--- config.mk ---
export PLATFORM = sky130hd
export DESIGN_NAME = hs_debounce
export DESIGN_NICKNAME = d
export VERILOG_FILES = /design/src/rtl/hs_dbnc_pkg.sv /design/src/rtl/hs_dbnc_strobe.sv /design/src/rtl/hs_dbnc_filter.sv /design/src/rtl/hs_debounce.sv
export SDC_FILE = /design/constraint.sdc
export NUM_CORES = 1
export LEC_CHECK = 0
export CAP_MARGIN = 20
export CORE_MARGIN = 4
export CORE_UTILIZATION = 44
export DETAILED_ROUTE_END_ITERATION = 6
export PLACE_DENSITY = 0.73
export SYNTH_ARGS = -nofsm -noshare
export SYNTH_HDL_FRONTEND = slang
export SYNTH_SLANG_ARGS = --single-unit
export TNS_END_PERCENT = 50
--- constraint.sdc ---
create_clock -name clk -period 1.9 [get_ports clk]
set_input_delay 0.38 -clock clk [delete_from_list [all_inputs] [get_ports clk]]
set_output_delay 0.38 -clock clk [all_outputs]
set_load 0.005 [all_outputs]
--- src/rtl/hs_dbnc_pkg.sv ---
package hs_dbnc_pkg;

   typedef enum logic [1:0] {
      HS_NONE   = 2'b00,
      HS_NO_MIC = 2'b01,
      HS_RSVD   = 2'b10,
      HS_MIC    = 2'b11
   } hs_type_e;

   // log2 of the jack sample period in ms; reserved codes clamp to the longest
   function automatic logic [2:0] jack_period_log2(input logic [2:0] sel);
      return (sel > 3'd5) ? 3'd6 : sel + 3'd1;
   endfunction

   // log2 of the button sample period in ms; code 0 is the bypass and unused here
   function automatic logic [1:0] btn_period_log2(input logic [1:0] sel);
      return (sel == 2'd0) ? 2'd0 : sel - 2'd1;
   endfunction

endpackage

--- src/rtl/hs_dbnc_strobe.sv ---
module hs_dbnc_strobe #(
   parameter int MAX_LOG = 6
) (
   input  logic                         clk,
   input  logic                         rst_n,
   input  logic                         en,
   input  logic                         tick,
   input  logic [$clog2(MAX_LOG+1)-1:0] per_log,
   output logic                         stb
);
   localparam int CW = MAX_LOG;

   if (MAX_LOG < 1) begin : g_bad_log
      $error("hs_dbnc_strobe: MAX_LOG must be at least 1");
   end

   logic [CW-1:0] cnt;
   logic [CW:0]   period;
   logic [CW-1:0] lim;

   assign period = (CW+1)'(1) << per_log;
   assign lim    = CW'(period - 1'b1);
   assign stb    = en & tick & (cnt >= lim);

   always_ff @(posedge clk or negedge rst_n) begin
      if (!rst_n)        cnt <= '0;
      else if (!en)      cnt <= '0;
      else if (tick)     cnt <= (cnt >= lim) ? '0 : cnt + 1'b1;
   end

   // without a tick the prescaler does not move
   p_hold_no_tick_r9: assert property (@(posedge clk) disable iff (!rst_n)
      (en && !tick) |=> $stable(cnt));

   // a strobe restarts the period count
   p_wrap_after_strobe_r9: assert property (@(posedge clk) disable iff (!rst_n)
      stb |=> (cnt == '0));

endmodule

--- src/rtl/hs_dbnc_filter.sv ---
module hs_dbnc_filter #(
   parameter int SAMPLES    = 8,
   parameter bit HAS_BYPASS = 1'b0
) (
   input  logic clk,
   input  logic rst_n,
   input  logic en,
   input  logic byp,
   input  logic stb,
   input  logic raw,
   output logic flt
);
   localparam int AW = (SAMPLES > 2) ? $clog2(SAMPLES) : 1;
   localparam logic [AW-1:0] LAST = AW'(SAMPLES - 1);

   if (SAMPLES < 2) begin : g_bad_samples
      $error("hs_dbnc_filter: SAMPLES must be at least 2");
   end

   logic          use_byp;
   logic [AW-1:0] agree;

   if (HAS_BYPASS) begin : g_bypass
      assign use_byp = byp;

      // bypass follows the raw level one clock later
      p_bypass_follow_r5: assert property (@(posedge clk) disable iff (!rst_n)
         (en && byp) |=> (flt == $past(raw)));
   end else begin : g_no_bypass
      logic unused_byp;
      assign unused_byp = byp;
      assign use_byp    = 1'b0;
   end

   always_ff @(posedge clk or negedge rst_n) begin
      if (!rst_n) begin
         flt   <= 1'b0;
         agree <= '0;
      end else if (!en) begin
         flt   <= 1'b0;
         agree <= '0;
      end else if (use_byp) begin
         flt   <= raw;
         agree <= '0;
      end else if (stb) begin
         if (raw == flt) begin
            agree <= '0;
         end else if (agree == LAST) begin
            flt   <= raw;
            agree <= '0;
         end else begin
            agree <= agree + 1'b1;
         end
      end
   end

   // filtered level moves only on a sample strobe
   p_quiet_between_r2: assert property (@(posedge clk) disable iff (!rst_n)
      (en && !use_byp && !stb) |=> $stable(flt));

   // an incomplete run of differing samples never flips the output
   p_early_hold_r6: assert property (@(posedge clk) disable iff (!rst_n)
      (en && !use_byp && stb && (agree != LAST)) |=> $stable(flt));

endmodule

--- src/rtl/hs_debounce.sv ---
module hs_debounce
   import hs_dbnc_pkg::*;
#(
   parameter int SAMPLES      = 8,
   parameter int JACK_MAX_LOG = 6,
   parameter int BTN_MAX_LOG  = 2
) (
   input  logic       clk,
   input  logic       rst_n,
   input  logic       tick_ms,
   input  logic       det_en,
   input  logic [2:0] jack_sel,
   input  logic [1:0] btn_sel,
   input  logic       jack_raw,
   input  logic       btn_raw,
   output logic       jack_flt,
   output logic       btn_flt,
   output logic [1:0] hs_type
);
   localparam int JLW = $clog2(JACK_MAX_LOG + 1);
   localparam int BLW = $clog2(BTN_MAX_LOG + 1);

   if (JACK_MAX_LOG < 6 || BTN_MAX_LOG < 2) begin : g_bad_range
      $error("hs_debounce: period ranges too small for the select codes");
   end

   logic [JLW-1:0] jack_log;
   logic [BLW-1:0] btn_log;
   logic           jack_stb, btn_stb;
   logic           btn_byp;
   hs_type_e       type_q;

   assign jack_log = JLW'(jack_period_log2(jack_sel));
   assign btn_log  = BLW'(btn_period_log2(btn_sel));
   assign btn_byp  = (btn_sel == 2'd0);

   hs_dbnc_strobe #(.MAX_LOG(JACK_MAX_LOG)) u_jack_stb (
      .clk(clk), .rst_n(rst_n), .en(det_en), .tick(tick_ms),
      .per_log(jack_log), .stb(jack_stb));

   hs_dbnc_strobe #(.MAX_LOG(BTN_MAX_LOG)) u_btn_stb (
      .clk(clk), .rst_n(rst_n), .en(det_en), .tick(tick_ms),
      .per_log(btn_log), .stb(btn_stb));

   hs_dbnc_filter #(.SAMPLES(SAMPLES), .HAS_BYPASS(1'b0)) u_jack_flt (
      .clk(clk), .rst_n(rst_n), .en(det_en), .byp(1'b0),
      .stb(jack_stb), .raw(jack_raw), .flt(jack_flt));

   hs_dbnc_filter #(.SAMPLES(SAMPLES), .HAS_BYPASS(1'b1)) u_btn_flt (
      .clk(clk), .rst_n(rst_n), .en(det_en), .byp(btn_byp),
      .stb(btn_stb), .raw(btn_raw), .flt(btn_flt));

   always_comb begin
      if (!jack_flt)     type_q = HS_NONE;
      else if (!btn_flt) type_q = HS_NO_MIC;
      else               type_q = HS_MIC;
   end
   assign hs_type = type_q;

   // the reserved type code is never reported
   p_type_legal_r7: assert property (@(posedge clk) disable iff (!rst_n)
      hs_type != HS_RSVD);

   // disabling detection reports no headset on the next clock
   p_off_quiet_r8: assert property (@(posedge clk) disable iff (!rst_n)
      !det_en |=> (!jack_flt && !btn_flt && hs_type == HS_NONE));

endmodule

==> results of run 1 <==
==> layer usage <==
layer | track usage (%) | share of wire [%] | up-vias
met5 | 0 | 0 | -
met1 | 17.99 | 43 | 553
met4 | 2.727 | 0 | 0
met3 | 1.860 | 2.9 | 0
met2 | 31.09 | 54 | 16
li1 | - | - | 582
==> worst paths after layout <==
path | slack (ps) | end | cells after the start | start
max in group asynchronous | 1290 | u_btn_flt.agree[2] | 2 | rst_n
max | -800 | u_jack_flt.flt | 17 | jack_sel[0]
min | 410 | u_jack_flt.flt | 2 | rst_n
min reg2reg | 520 | u_jack_stb.cnt[5] | 1 | u_jack_stb.cnt[5]
min in group clk | 520 | u_jack_stb.cnt[5] | 1 | u_jack_stb.cnt[5]
max reg2reg | 130 | u_jack_flt.flt | 8 | u_jack_stb.cnt[0]
==> critical path: stages <==
cell and delay, ps:
buf_8 80, ha_4 150, nand2b_4 60, mux2i_2 190, nand3b_1 170, ha_4 210, nor2_2 80, a221o_1 130
o21ai_1 60, a21oi_1 150, a21oi_1 60, ha_1 300, nand4_1 140, o211ai_1 340, buf_4 180, a31o_4 140
nand2_2 40
==> area by class of cell <==
| type | count | area share, % |
|---|---|---|
| timing repair buffer | 35 | 18.36 |
| sequential | 16 | 24.28 |
| tap | 31 | 2.352 |
| inverter | 4 | 0.9105 |
| multi-input combinational | 116 | 52.73 |
| clock buffer | 3 | 1.366 |
==> what timing repair did <==
action / CTS / global route
cloned: 1 / 0
pin swaps: 14 / 8
gates resized for setup: 20 / 4
buffers inserted: 4 / 1
endpoints found under the setup margin: 10 / 10
==> cell families (layout without fill, tap and decap cells) <==
family	after synthesis	after routing	share of synthesized area, %
XOR/XNOR	2	2	1.380
multiplexers	7	7	5.616
AO/OA/AOI/OAI	33	34	17.83
buffers and inverters	10	42	5.221
flip-flops	16	16	31.53
adder cells (fa/ha/maj)	15	15	14.78
AND/OR/NAND/NOR	58	58	23.65
==> cell usage in the layout, fill, tap and decap left out, types with 3 or more instances in the layout <==
cell type,count
ha_1,13
inv_1,4
nor2_1,9
nor2b_1,3
dfrtp_1,16
o21ai_0,4
nand2_1,16
buf_4,21
a31oi_1,4
a21oi_1,9
clkdlybuf4s50_1,11
nand2b_1,7
mux2i_1,5
and2_1,3
nand3_1,4
nand4_1,3
clkbuf_4,3
==> flip-flops by register name, summed over array words and instances, names as in the netlist <==
signal	count
u_btn_stb.cnt	2
u_jack_stb.cnt	6
u_jack_flt.agree	3
u_jack_flt.flt	1
u_btn_flt.agree	3
u_btn_flt.flt	1
==> per-stage QoR <==
step / TNS (ps) / utilization, % / cells / power (mW)
after floorplan: -7495 / - / 141 / 0.5227
after global placement: -13840 / 55.85 / 196 / 0.6028
after detailed placement: -15660 / 55.85 / 196 / 0.6162
after CTS: -6649 / 59.17 / 204 / 0.8087
after global routing: -8717 / 59.80 / 205 / 0.8565
final: -7319 / 59.80 / 205 / 0.8054
==> power by group <==
| part | internal (mW) | switching [mW] |
|---|---|---|
| sequential | 0.355 | 0.0221 |
| clock | 0.0734 | 0.101 |
| combinational | 0.136 | 0.117 |
| total | 0.565 | 0.240 |
==> flow_metrics.tcl, run 1 <==
set metrics [dict create \
    fin_worst_skew_ps 6.062 \
    hold_viol 0 \
    worst_slew_pin_slew_ps 319.6 \
    syn_nets 167 \
    synth_area_leaders "dfrtp_1, ha_1, nand2_1, mux2i_1, nand2b_1" \
    root_buffer "clkbuf_4" \
    area.sequential_um2 400.4 \
    place_area_um2 1540 \
    violations "setup timing" \
    async_reset_ff_share_pct 100.0 \
    leakage_nw 0.7918 \
    syn_to_final_growth_pct 29.85 \
    peakVddDrop_v 0.0004620 \
    grt_usage_pct 15.70 \
    die-area_um2 3810 \
    setup_viol 10 \
    hold_buffers 0 \
    critical_path_arrival_ps 2880 \
    synth_edf_count 0 \
    grt_antenna_before_repair 0 \
    htreeDepth 1 \
    drt_wl_total_mm 2.736 \
    rsz0062_at_grt "yes" \
    maxCapViolations 0 \
    synth_top_flop_cell "dfrtp_1" \
    initial_core_util_pct 46.05 \
    rows 19 \
    setup_slack_ps -797.5 \
    die_w_um 61.73 \
    yosys_warnings 0 \
    final_area_um2 1649 \
    grt_max_degree 17 \
    cp-end-kind "flop" \
    synth_seq_cells 16 \
    dpl.hpwl_mm 2.115 \
    fillers 253 \
    synth.avg_cell_area_um2 9.007 \
    crit_path_start_kind "input port" \
    synth_top_area_share_pct 31.53 \
    drt-vias-per-instance 5.615 \
    period_share_pct 142.0 \
    max_freq_mhz 370.7 \
    syn_inst 141 \
    multiInputGateArea_um2 869.6 \
    n_antenna_cell 0 \
    vias 1151 \
    grt-ovfl-total 0 \
    whs_ps 414.7 \
    period_minus_slack_ps 2697 \
    cts_tree "yes" \
    cp.required_ps 2080 \
    ys_seq_area_share_pct 31.53 \
    relSlewSlack_pct 78.47 \
    worstSkewPairLatency_ps 280 \
    ant_nets 0 \
    dr.first_iter.drc_count 61 \
    grt_pass1_wl_mm 4.685 \
    drcViolationCount 0 \
    die_h_um 61.73 \
    path_max_fanout 4 \
    clock-sinks 16 \
    cts_made_buffers 3 \
    core_region_area_um2 2758 \
    synth_cell_types 40 \
    synth.most_common_cell "nand2_1" \
    syn-cell-area_um2 1270 \
    status "finished, violations left" \
    final_nets 202 \
    path_clk_slew_ps 90 \
    cts.path.max_buffers 2 \
    firstDrtPassIters 4 \
    dp_slack_ps -1596 \
    hold_path.class "input port to async pin" \
    finalMaxSlewViolations 0 \
    path_class "input port to flop" \
    place_congestion 0.7308 \
    wire_per_inst_um 13.35 \
    pin_count 15 \
    portBuffers 14 \
    drive_gt1_share_pct 24.14 \
    grt_pass1_vias 1185 \
    synth_common_cells "nand2_1, dfrtp_1, ha_1, nor2_1, a21oi_1" \
    powerDensity_nw_per_um2 488.4 \
    synth_top_cell_by_area "dfrtp_1" \
]
Note: power is estimated with default switching activity, not from simulation.
==> inputs of run 2 (changes only) <==
RECOVER_POWER = 100   (was not set)
==> flow_metrics.tcl, run 2 (same netlist as run 1, synthesis figures left out) <==
set metrics [dict create \
    multiInputGateArea_um2 869.6 \
    fin_worst_skew_ps 5.708 \
    period_share_pct 142.0 \
    htreeDepth 1 \
    root_buffer "clkbuf_4" \
    maxCapViolations 0 \
    cts_tree "yes" \
    startpoint "jack_sel[0]" \
    portBuffers 14 \
    worst_r2r_endpoint "u_jack_flt.flt" \
    ant_nets 0 \
    syn_to_final_growth_pct 29.26 \
    top_layer "met3" \
    n_antenna_cell 0 \
    die_w_um 61.73 \
    worst_slew_pin_slew_ps 936.2 \
    wl_met1_mm 1.168 \
    drive_gt1_share_pct 22.99 \
    grt-ovfl-total 0 \
    cts_made_buffers 3 \
    initial_core_util_pct 46.05 \
    max_freq_mhz 370.8 \
    critical_path_arrival_ps 2880 \
    top_register "u_jack_stb.cnt" \
    drt_wl_total_mm 2.738 \
    wl_met2_mm 1.488 \
    dpl.hpwl_mm 2.115 \
    hold_path.class "flop to flop" \
    die-area_um2 3810 \
    fillers 256 \
    grt_max_degree 17 \
    path_class "input port to flop" \
    setup_slack_ps -797.2 \
    die_h_um 61.73 \
    cp-endpoint "u_jack_stb.cnt[3]" \
    hold_viol 0 \
    hold_buffers 0 \
    final.setup.tns_ps -7365 \
    grt_pass1_wl_mm 4.685 \
    top_regs "u_jack_stb.cnt x6, u_btn_flt.agree x3, u_jack_flt.agree x3" \
    final_area_um2 1642 \
    clock-sinks 16 \
    drt-vias-per-instance 5.649 \
    crit_path_start_kind "input port" \
    r2r_slack_ps 130 \
    relSlewSlack_pct 37.59 \
    powerDensity_nw_per_um2 488.2 \
    cp.required_ps 2080 \
    core_region_area_um2 2758 \
    leakage_nw 0.7935 \
    path_max_fanout 5 \
    firstDrtPassIters 4 \
    total_power_mw 0.8013 \
    r2r-start "u_jack_stb.cnt[0]" \
    place_congestion 0.7308 \
    peakVddDrop_v 0.0004611 \
    period_minus_slack_ps 2697 \
    reg2regPathDepth 8 \
    drcViolationCount 0 \
    area.sequential_um2 400.4 \
    cp-end-kind "flop" \
    rows 19 \
    rsz0062_at_grt "yes" \
    final_cell_mix "buf_4, nand2_1, dfrtp_1" \
    worstSkewPairLatency_ps 280 \
    vias 1158 \
    place_area_um2 1540 \
    violations "setup timing" \
    cts.path.max_buffers 2 \
    status "finished, violations left" \
    path_clk_slew_ps 90 \
    pin_count 15 \
    finalMaxSlewViolations 0 \
    final_common_cell "buf_4" \
    largest_reg_flops 6 \
    wire_per_inst_um 13.36 \
    final_nets 202 \
    grt_pass1_vias 1185 \
    setup_viol 11 \
    grt_usage_pct 15.70 \
    grt_antenna_before_repair 0 \
    wl_met3_um 81 \
    dr.first_iter.drc_count 50 \
]
## run 2: cell count changes in the layout (fill, tap and decap cells not counted), sizes merged
cell	previous run	this run
dlygate4sd3	0	5
clkbuf	4	6
clkdlybuf4s50	11	6
buf	23	21
## run 2: area by class of cell
class | instances | share of cell area (%)
sequential | 16 | 24.39
tap | 31 | 2.363
clock buffer | 3 | 1.372
inverter | 4 | 0.9146
multi-input combinational | 116 | 52.97
timing repair buffer | 35 | 17.99
## run 2: how the worst min path moves through the flow
stage	startpoint	endpoint	cells past startpoint
floorplan	rst_n	u_btn_flt.agree[0]	0
global placement	u_jack_stb.cnt[5]	u_jack_stb.cnt[5]	1
detailed placement	u_jack_stb.cnt[5]	u_jack_stb.cnt[5]	1
CTS	rst_n	u_jack_flt.agree[0]	2
global route	u_jack_stb.cnt[5]	u_jack_stb.cnt[5]	1
finish	u_jack_stb.cnt[5]	u_jack_stb.cnt[5]	1
## run 2: critical path, stage by stage
cell	delay, ps
buf_8	80
ha_4	150
nand2b_4	60
mux2i_2	190
nand3b_1	170
ha_4	210
nor2_2	80
a221o_1	130
o21ai_1	60
a21oi_1	160
a21oi_1	60
ha_1	300
nand4_1	140
o2111a_2	340
a21o_1	170
a22o_1	190
## run 2: stage by stage
step / cells / util, % / worst slack [ps] / hold WS [ps]
floorplan: 141 / - / -868.2 / 84.41
global placement: 196 / 55.85 / -1415 / 492.7
detailed placement: 196 / 55.85 / -1596 / 502.7
CTS: 204 / 59.17 / -729.3 / 418.9
global route: 205 / 59.53 / -940.4 / 540.9
finish: 205 / 59.53 / -797.2 / 520.4
## run 2: power by group
group          leakage, nW  switching, mW  total [mW]  internal, mW
sequential           0.221         0.0222       0.378         0.355
clock               0.0138          0.101       0.174        0.0734
combinational        0.559          0.117       0.249         0.132
total                0.794          0.240       0.801         0.561
## run 2: timing repair
item                                    CTS  global route
cloned                                    1             0
pin swaps                                14             8
endpoints found under the setup margin   10            10
resized for setup                        20             4
buffers inserted                          4             1
## run 2: routing by layer
metal | global-route usage, % | vias to the layer above
li1 | - | 583
met1 | 17.99 | 559
met2 | 31.09 | 16
met3 | 1.860 | 0
met4 | 2.727 | 0
met5 | 0 | -
